===== src/rtl/vfd_scan_pkg.sv =====
// Package: shared mode encoding for the display refresh controller.
// Assumes: scan_mode is decoded once at the top and passed as flags.
package vfd_scan_pkg;

    typedef enum logic [1:0] {
        MODE_ORD16  = 2'd0,
        MODE_GRAD16 = 2'd1,
        MODE_T32    = 2'd2,
        MODE_ALT16  = 2'd3
    } scan_mode_e;

endpackage


===== src/rtl/vfd_disp_ram.sv =====
// Module: display memory. It has one CPU read/write port inside an address
// window, plus combinational scan read ports (one display read and one
// gradation read per segment port).
// Assumes: scan indices are always below DEPTH. Accesses outside the window
// are ignored (writes) or read as zero.
module vfd_disp_ram #(
    parameter int ADDR_W    = 16,
    parameter int DATA_W    = 8,
    parameter int NUM_PORTS = 5,
    parameter int DEPTH     = 160,
    parameter int WIN_BASE  = 16'h0F60,
    parameter int IDX_W     = $clog2(DEPTH)
) (
    input  logic                                clk,
    input  logic                                rst_n,
    input  logic [ADDR_W-1:0]                   cpu_addr,
    input  logic                                cpu_we,
    input  logic [DATA_W-1:0]                   cpu_wdata,
    output logic [DATA_W-1:0]                   cpu_rdata,
    input  logic [NUM_PORTS-1:0][IDX_W-1:0]     scan_disp_idx,
    input  logic [NUM_PORTS-1:0][IDX_W-1:0]     scan_grad_idx,
    output logic [NUM_PORTS-1:0][DATA_W-1:0]    scan_disp_data,
    output logic [NUM_PORTS-1:0][DATA_W-1:0]    scan_grad_data
);

    localparam logic [ADDR_W-1:0] WIN_LO = ADDR_W'(WIN_BASE);
    localparam logic [ADDR_W-1:0] WIN_HI = ADDR_W'(WIN_BASE + DEPTH);

    logic [DATA_W-1:0]       mem [DEPTH];
    logic                    in_win;
    logic [IDX_W-1:0]        off;
    logic [ADDR_W-IDX_W-1:0] off_unused_hi;

    // Decode the window hit and the byte offset inside it
    assign in_win = (cpu_addr >= WIN_LO) && (cpu_addr < WIN_HI);
    assign {off_unused_hi, off} = cpu_addr - WIN_LO;

    // Storage: cleared by reset, written by the CPU inside the window only
    always_ff @(posedge clk) begin
        if (!rst_n) begin
            for (int i = 0; i < DEPTH; i++) mem[i] <= '0;
        end else if (cpu_we && in_win) begin
            mem[off] <= cpu_wdata;
        end
    end

    // CPU read: the window byte, or zero outside the window
    always_comb begin
        cpu_rdata = '0;
        if (in_win && (32'(off) < DEPTH)) cpu_rdata = mem[off];
    end

    // Scan read ports, one pair per segment port
    for (genvar k = 0; k < NUM_PORTS; k++) begin : g_scan_rd
        assign scan_disp_data[k] = (32'(scan_disp_idx[k]) < DEPTH) ? mem[scan_disp_idx[k]] : '0;
        assign scan_grad_data[k] = (32'(scan_grad_idx[k]) < DEPTH) ? mem[scan_grad_idx[k]] : '0;
    end


    wr_then_rd_chk: assert property (@(posedge clk) disable iff (!rst_n)
        (cpu_we && in_win) |=> ((cpu_addr != $past(cpu_addr)) || (cpu_rdata == $past(cpu_wdata))));

endmodule


===== src/rtl/vfd_slot_timer.sv =====
// Module: slot timer and scan pointer. A prescaler marks slot ends and the
// quarter point. The pointer counts down once per slot and reloads after 0.
// The reload register lives here.
// Assumes: SLOT_CYCLES >= 4. mode32 selects the full pointer width;
// otherwise the top pointer bit is masked off.
module vfd_slot_timer #(
    parameter int SLOT_CYCLES = 8,
    parameter int PTR_W       = 5,
    parameter int RLD_RST     = 31
) (
    input  logic             clk,
    input  logic             rst_n,
    input  logic             mode32,
    input  logic             rld_we,
    input  logic [PTR_W-1:0] rld_wdata,
    output logic [PTR_W-1:0] rld_q,
    output logic             slot_end,
    output logic             quarter_end,
    output logic [PTR_W-1:0] ptr_m
);

    localparam int CNT_W   = (SLOT_CYCLES > 1) ? $clog2(SLOT_CYCLES) : 1;
    localparam int QUARTER = SLOT_CYCLES / 4;

    logic [CNT_W-1:0] cnt;
    logic [PTR_W-1:0] ptr;
    logic [PTR_W-1:0] eff_rld;

    // Prescaler: cycle position inside the current slot
    always_ff @(posedge clk) begin
        if (!rst_n)        cnt <= '0;
        else if (slot_end) cnt <= '0;
        else               cnt <= cnt + CNT_W'(1);
    end

    assign slot_end    = (cnt == CNT_W'(SLOT_CYCLES - 1));
    assign quarter_end = (cnt == CNT_W'(QUARTER - 1));

    // Reload register: keeps the pointer-sized low bits
    always_ff @(posedge clk) begin
        if (!rst_n)      rld_q <= PTR_W'(RLD_RST);
        else if (rld_we) rld_q <= rld_wdata;
    end

    // Mode masking of the reload value and of the live pointer
    assign eff_rld = mode32 ? rld_q : {1'b0, rld_q[PTR_W-2:0]};
    assign ptr_m   = mode32 ? ptr   : {1'b0, ptr[PTR_W-2:0]};

    // Pointer: steps down at each slot end, reloads after zero
    always_ff @(posedge clk) begin
        if (!rst_n)        ptr <= PTR_W'(RLD_RST);
        else if (slot_end) ptr <= (ptr_m == '0) ? eff_rld : ptr_m - PTR_W'(1);
    end


    slot_wrap_chk: assert property (@(posedge clk) disable iff (!rst_n)
        slot_end |=> (cnt == '0));


    cnt_range_chk: assert property (@(posedge clk) disable iff (!rst_n)
        32'(cnt) < SLOT_CYCLES);

endmodule


===== src/rtl/vfd_seg_drive.sv =====
// Module: segment output registers. At a slot end they capture the fetched
// display bytes and dark masks. In gradation mode the dark segments are
// cleared at the quarter point.
// Assumes: slot_end and quarter_end never coincide (SLOT_CYCLES >= 4).
module vfd_seg_drive #(
    parameter int NUM_PORTS = 5,
    parameter int DATA_W    = 8,
    parameter int PTR_W     = 5
) (
    input  logic                             clk,
    input  logic                             rst_n,
    input  logic                             grad_en,
    input  logic                             slot_end,
    input  logic                             quarter_end,
    input  logic [PTR_W-1:0]                 ptr_m,
    input  logic [NUM_PORTS-1:0][DATA_W-1:0] disp_data,
    input  logic [NUM_PORTS-1:0][DATA_W-1:0] grad_data,
    output logic [NUM_PORTS*DATA_W-1:0]      seg_q,
    output logic [PTR_W-1:0]                 idx_q,
    output logic                             start_q
);

    logic [NUM_PORTS-1:0][DATA_W-1:0] dark_q;

    // Per-port output byte and dark mask
    for (genvar k = 0; k < NUM_PORTS; k++) begin : g_port
        // Load at slot end, cut dark segments at the quarter point
        always_ff @(posedge clk) begin
            if (!rst_n) begin
                seg_q[k*DATA_W +: DATA_W] <= '0;
                dark_q[k]                 <= '0;
            end else if (slot_end) begin
                seg_q[k*DATA_W +: DATA_W] <= disp_data[k];
                dark_q[k]                 <= grad_en ? grad_data[k] : '0;
            end else if (quarter_end) begin
                seg_q[k*DATA_W +: DATA_W] <= seg_q[k*DATA_W +: DATA_W] & ~dark_q[k];
            end
        end
    end

    // Slot index and start pulse for the grid side
    always_ff @(posedge clk) begin
        if (!rst_n) begin
            idx_q   <= '0;
            start_q <= 1'b0;
        end else begin
            start_q <= slot_end;
            if (slot_end) idx_q <= ptr_m;
        end
    end


    seg_hold_chk: assert property (@(posedge clk) disable iff (!rst_n)
        (!slot_end && !quarter_end) |=> ($stable(seg_q) && $stable(idx_q)));


    quarter_clear_only_chk: assert property (@(posedge clk) disable iff (!rst_n)
        quarter_end |=> ((seg_q & ~$past(seg_q)) == '0));


    start_pulse_chk: assert property (@(posedge clk) disable iff (!rst_n)
        start_q |=> !start_q);

endmodule


===== src/rtl/vfd_scan_ctrl.sv =====
// Module: top of the fluorescent display refresh controller. It decodes the
// mode, maps the scan pointer to per-port memory indices, and muxes CPU reads
// between the memory window and the reload register.
// Assumes: the 16-timing display area is the top NUM_PORTS*T16 bytes of the
// window, and the gradation plane sits directly below it.
module vfd_scan_ctrl
    import vfd_scan_pkg::*;
#(
    parameter int ADDR_W      = 16,
    parameter int DATA_W      = 8,
    parameter int NUM_PORTS   = 5,
    parameter int T16         = 16,
    parameter int SLOT_CYCLES = 8,
    parameter int WIN_BASE    = 16'h0F60
) (
    input  logic                        clk,
    input  logic                        rst_n,
    input  logic [1:0]                  scan_mode,
    input  logic                        reg_sel,
    input  logic [ADDR_W-1:0]           cpu_addr,
    input  logic                        cpu_wr,
    input  logic [DATA_W-1:0]           cpu_wdata,
    output logic [DATA_W-1:0]           cpu_rdata,
    output logic [NUM_PORTS*DATA_W-1:0] seg_out,
    output logic [$clog2(2*T16)-1:0]    slot_idx,
    output logic                        slot_start
);

    localparam int T32      = 2 * T16;
    localparam int PTR_W    = $clog2(T32);
    localparam int DEPTH    = NUM_PORTS * T32;
    localparam int IDX_W    = $clog2(DEPTH);
    localparam int DISP16_O = DEPTH - NUM_PORTS * T16;
    localparam int RLD_RST  = T32 - 1;

    scan_mode_e                       mode;
    logic                             mode32;
    logic                             grad_en;
    logic                             slot_end;
    logic                             quarter_end;
    logic [PTR_W-1:0]                 ptr_m;
    logic [PTR_W-1:0]                 rld_q;
    logic [DATA_W-1:0]                ram_rdata;
    logic [NUM_PORTS-1:0][IDX_W-1:0]  disp_idx;
    logic [NUM_PORTS-1:0][IDX_W-1:0]  grad_idx;
    logic [NUM_PORTS-1:0][DATA_W-1:0] disp_data;
    logic [NUM_PORTS-1:0][DATA_W-1:0] grad_data;
    logic                             rld_unused_bits;

    // Mode decode
    assign mode    = scan_mode_e'(scan_mode);
    assign mode32  = (mode == MODE_T32);
    assign grad_en = (mode == MODE_GRAD16);

    // Reload bits above the pointer width are not stored
    assign rld_unused_bits = ^cpu_wdata[DATA_W-1:PTR_W];

    // Per-port memory indices for the current pointer
    for (genvar k = 0; k < NUM_PORTS; k++) begin : g_idx
        assign disp_idx[k] = mode32
            ? IDX_W'(k * T32) + IDX_W'(ptr_m)
            : IDX_W'(DISP16_O + k * T16) + IDX_W'(ptr_m[PTR_W-2:0]);
        assign grad_idx[k] = IDX_W'(k * T16) + IDX_W'(ptr_m[PTR_W-2:0]);
    end

    vfd_disp_ram #(
        .ADDR_W(ADDR_W), .DATA_W(DATA_W), .NUM_PORTS(NUM_PORTS),
        .DEPTH(DEPTH), .WIN_BASE(WIN_BASE), .IDX_W(IDX_W)
    ) ram_i (
        .clk(clk), .rst_n(rst_n),
        .cpu_addr(cpu_addr), .cpu_we(cpu_wr && !reg_sel),
        .cpu_wdata(cpu_wdata), .cpu_rdata(ram_rdata),
        .scan_disp_idx(disp_idx), .scan_grad_idx(grad_idx),
        .scan_disp_data(disp_data), .scan_grad_data(grad_data)
    );

    vfd_slot_timer #(
        .SLOT_CYCLES(SLOT_CYCLES), .PTR_W(PTR_W), .RLD_RST(RLD_RST)
    ) timer_i (
        .clk(clk), .rst_n(rst_n), .mode32(mode32),
        .rld_we(cpu_wr && reg_sel), .rld_wdata(cpu_wdata[PTR_W-1:0]),
        .rld_q(rld_q), .slot_end(slot_end), .quarter_end(quarter_end),
        .ptr_m(ptr_m)
    );

    vfd_seg_drive #(
        .NUM_PORTS(NUM_PORTS), .DATA_W(DATA_W), .PTR_W(PTR_W)
    ) drive_i (
        .clk(clk), .rst_n(rst_n), .grad_en(grad_en),
        .slot_end(slot_end), .quarter_end(quarter_end), .ptr_m(ptr_m),
        .disp_data(disp_data), .grad_data(grad_data),
        .seg_q(seg_out), .idx_q(slot_idx), .start_q(slot_start)
    );

    // CPU read mux: reload register or memory window
    assign cpu_rdata = reg_sel ? {{(DATA_W-PTR_W){1'b0}}, rld_q} : ram_rdata;


    rld_hi_zero_chk: assert property (@(posedge clk) disable iff (!rst_n)
        reg_sel |-> (cpu_rdata[DATA_W-1:PTR_W] == '0));


    idx_bound_chk: assert property (@(posedge clk) disable iff (!rst_n)
        (slot_end && !mode32) |=> (slot_idx < PTR_W'(T16)));

endmodule


===== config.mk =====
export PLATFORM = sky130hd
export DESIGN_NAME = vfd_scan_ctrl
export DESIGN_NICKNAME = d
export VERILOG_FILES = /design/src/rtl/vfd_scan_pkg.sv /design/src/rtl/vfd_disp_ram.sv /design/src/rtl/vfd_slot_timer.sv /design/src/rtl/vfd_seg_drive.sv /design/src/rtl/vfd_scan_ctrl.sv
export SDC_FILE = /design/constraint.sdc
export NUM_CORES = 2
export LEC_CHECK = 0
export BUFFER_PORTS_ARGS = -buffer_cell sky130_fd_sc_hd__buf_2
export CAP_MARGIN = 5
export CORE_MARGIN = 4
export CORE_UTILIZATION = 30
export DETAILED_ROUTE_END_ITERATION = 10
export GPL_ROUTABILITY_DRIVEN = 0
export PLACE_DENSITY = 0.46
export SYNTH_ARGS = -nofsm -noshare
export SYNTH_HDL_FRONTEND = slang
export SYNTH_SLANG_ARGS = --single-unit
export TNS_END_PERCENT = 30

===== constraint.sdc =====
create_clock -name clk -period 3.9 [get_ports clk]
set_input_delay 0.195 -clock clk [delete_from_list [all_inputs] [get_ports clk]]
set_output_delay 0.195 -clock clk [all_outputs]
set_load 0.01 [all_outputs]

==> flow_summary_export.csv <==
group,metric,value,unit
synthesis,ys.flop_type,"edfxtp_1",
clocking,clk_pin_slew,0.06,ns
final_layout,final_cell_area,114300,µm²
global_route,grt-ovfl-total,0,
worst_setup_path,cp_slowest_cell,"o211ai_1",
final_layout,finalNetCount,6811,
synthesis,yosysWarnings,0,
floorplanning,die_w,574.4,µm
timing,max_freq,235.0,MHz
global_route,grt_pass1_vias,64190,
synthesis,synth.area.top_cells,"edfxtp_1 (61%), mux4_2 (21%), nor2_1 (5.6%)",
floorplanning,dieArea,329900,µm²
clocking,numCtsBuffers,232,
global_route,antenna_found_initial,67,
timing,fin_crit,4.256,ns
synthesis,synthMostInstantiatedCell,"edfxtp_1",
worst_setup_path,critPathBufInv,3,
synthesis,synth.avg_cell_area,15.51,µm²
synthesis,syn-cell-area,96240,µm²
outcome,status,"finished, violations left",
synthesis,synth_seq_area_share,62.97,%
synthesis,synthArstFlopShare,0,%
pwr,p_comb_share,10.2,%
clocking,clk_latency,0.96,ns
clocking,htreeDepth,4,
global_route,grt_max_degree,145,
synthesis,syn_nets,6238,
timing,worstMarginPinSlew,1.329,ns
timing,setup_tns,-1.036,ns
clocking,root_buffer,"clkbuf_16",
worst_setup_path,cp-start-kind,"flop",
timing,relSlewSlack,11.18,%
worst_setup_path,critPathMaxFanout,2,
hold_path,hold_path.class,"input port to flop",
drt,wl,461300,µm
drt,ant_nets,0,
timing,fin_worst_skew,0.1030,ns
timing,report.final.slew_viol_count,0,
flow_run,drv_cap,0,
drt,num_vias,67300,
outcome,violations,"negative setup slack",
pwr,power_frac_clock,41.5,%
pwr,p_switching,13.21,mW
synthesis,synth_edf_count,1952,
drt,drtIter0Drc,11360,
clocking,cts_tree,"yes",
final_layout,drive_gt1_share,31.26,%
worst_setup_path,crit_family,"compound AO/OA/AOI/OAI gates",
pwr,p_seq_share,48.3,%
final_layout,final_util,35.88,%
global_route,grt_use_total,27.20,%
floorplanning,die_y,574.4,µm
synthesis,synth-seq-cells,2051,
pwr,swShare,25.36,%
drt,vias_per_cell,6.025,
timing,period_share,109.1,%
drt,drtPass1Iterations,6,
worst_setup_path,crit_path_cell_trace,"mux4_2, o211ai_1, o211ai_1, buf_4, a22o_4, a211oi_4, buf_6, o22ai_4, buf_6",
placement,hpwl,327900,µm
clocking,clock_path_buffers,4,
pwr,p_int,38.89,mW
synthesis,synth_commonest_cells,"edfxtp_1 (1,952), nor2_1 (1,428), mux4_2 (888)",
floorplanning,num_io_pins,84,
worst_setup_path,worst_path_largest_cell_delay,0.67,ns
floorplanning,start_util,30.21,%
synthesis,yosys.area.top_type_share,60.91,%
global_route,grt_pass1_wl,603700,µm
pwr,peakVddDrop,0.4264,mV
placement,port_buffers,83,
clocking,cts_sinks,2051,
timing,rsz0062_at_grt,"yes",
placement,placed_area,106600,µm²
pwr,powerDensity,455.8,nW/µm²
drt,route.detailed.drc,0,
synthesis,syn_inst,6203,
synthesis,synthDistinctLibCells,69,
timing,finalHoldViolations,0,
final_layout,syn_to_final_growth,18.76,%
worst_setup_path,endpoint_kind,"output pin",
timing,finalSetupViolations,7,
floorplanning,core,318600,µm²
worst_setup_path,critPathKind,"flop to output pin",
pwr,p_leak,36.63,nW
worst_setup_path,required,3.70,ns
timing,fin_ws,-0.3556,ns
drt,wl_per_cell,41.30,µm
floorplanning,rows,207,
synthesis,synth_area_leader_cell,"edfxtp_1",
worst_setup_path,arrival,4.06,ns
## tightest hold or removal path: stages
cell and delay (ns):
buf_2 0.09, nand2b_2 0.14, nor2_1 0.22, nand4_1 0.18, nand3_1 0.07
## sequential cells by signal, indices dropped and copies added (netlist names)
signal / flops
drive_i.seg_q: 40
timer_i.cnt: 3
drive_i.idx_q: 5
ram_i.mem: 1952
timer_i.ptr: 5
timer_i.rld_q: 5
drive_i.dark_q: 40
drive_i.start_q: 1
## cells by family (layout without fill, tap and decap cells)
family                     after synthesis  in the layout  synth area share, %
AOI/OAI and AO/OA                      611            611                3.877
xor gates and xnor gates                 2              2              0.01821
adders and majority gates                5              5              0.06501
buffers and inverters                  537           1292                2.602
DFF                                   2051           2051                62.97
muxes                                 1022           1022                22.19
other                                    0             33                    0
and+or+nand+nor                       1975           1975                8.275
## final timing paths
| path | from | endpoint | slack [ns] | cells past startpoint |
|---|---|---|---|---|
| max | ram_i.mem[79][3] | cpu_rdata[3] | -0.36 | 9 |
| min | scan_mode[0] | timer_i.ptr[4] | 0.09 | 5 |
| max reg2reg | timer_i.ptr[0] | drive_i.seg_q[17] | 0.19 | 8 |
| min reg2reg | timer_i.cnt[0] | timer_i.cnt[0] | 0.45 | 1 |
## layer usage
metal	vias up	track usage, %	part of all wire (%)
met5	-	2.138	0.18
met4	10	18.07	8.3
met3	1102	8.867	12
met2	5081	39.73	43
met1	35600	34.28	36
li1	25500	-	-
## cell usage in the layout (no fill, tap or decap), types with 16 or more instances in the layout
cell and n:
a211oi_1 17, a21oi_1 108, a221oi_1 17, a22o_1 56
a22oi_1 29, and2_1 16, buf_12 88, buf_2 71
buf_4 688, bufinv_16 18, clkbuf_1 40, clkbuf_16 234
clkinv_1 64, clkinv_2 33, dfxtp_1 95, diode_2 33
edfxtp_1 1952, mux2i_1 114, mux4_2 888, nand2_1 314
nand2_2 25, nand3_1 77, nor2_1 1422, nor2b_1 21
nor3_1 16, o21ai_0 276
## power groups by stage
stage | clock network (mW) | logic, mW | registers [mW]
floorplan | 0 | 2.27 | 25.4
global placement | 0 | 5.06 | 25.5
detailed placement | 0 | 5.07 | 25.6
CTS | 21.8 | 5.13 | 25.1
global route | 22.7 | 5.27 | 25.2
finish | 21.6 | 5.34 | 25.1
## metrics by stage
step,setup slack (ns),hold WS (ns),power [mW],std cells
2_1_floorplan,0.9945,0.2939,27.69,6203
3_3_place_gp,-0.8267,0.4319,30.60,10710
3_5_place_dp,-0.6168,0.4487,30.65,10710
4_1_cts,-0.2592,0.04129,52.08,11140
5_1_grt,-0.3519,0.1132,53.20,11140
6_report,-0.3556,0.09138,52.10,11170
## final cells by class
| type | count | area (µm²) |
|---|---|---|
| Clock buffer | 285 | 6130 |
| Timing Repair Buffer | 867 | 7508 |
| Clock inverter | 131 | 1129 |
| Tap cell | 4180 | 5230 |
| Inverter | 9 | 38.79 |
| Sequential cell | 2051 | 60610 |
| Antenna cell | 33 | 82.58 |
| Fill cell | 30390 | 204300 |
| Multi-Input combinational cell | 3615 | 33560 |
## repair_timing
action	4_1_cts	5_1_grt
endpoints found under the hold margin	211	0
endpoints found under the setup margin	8	7
resized for setup	31	22
pin swaps	7	13
hold buffers	14	0
buffers inserted	2	1
No activity file was read; power rests on OpenSTA's default activity.
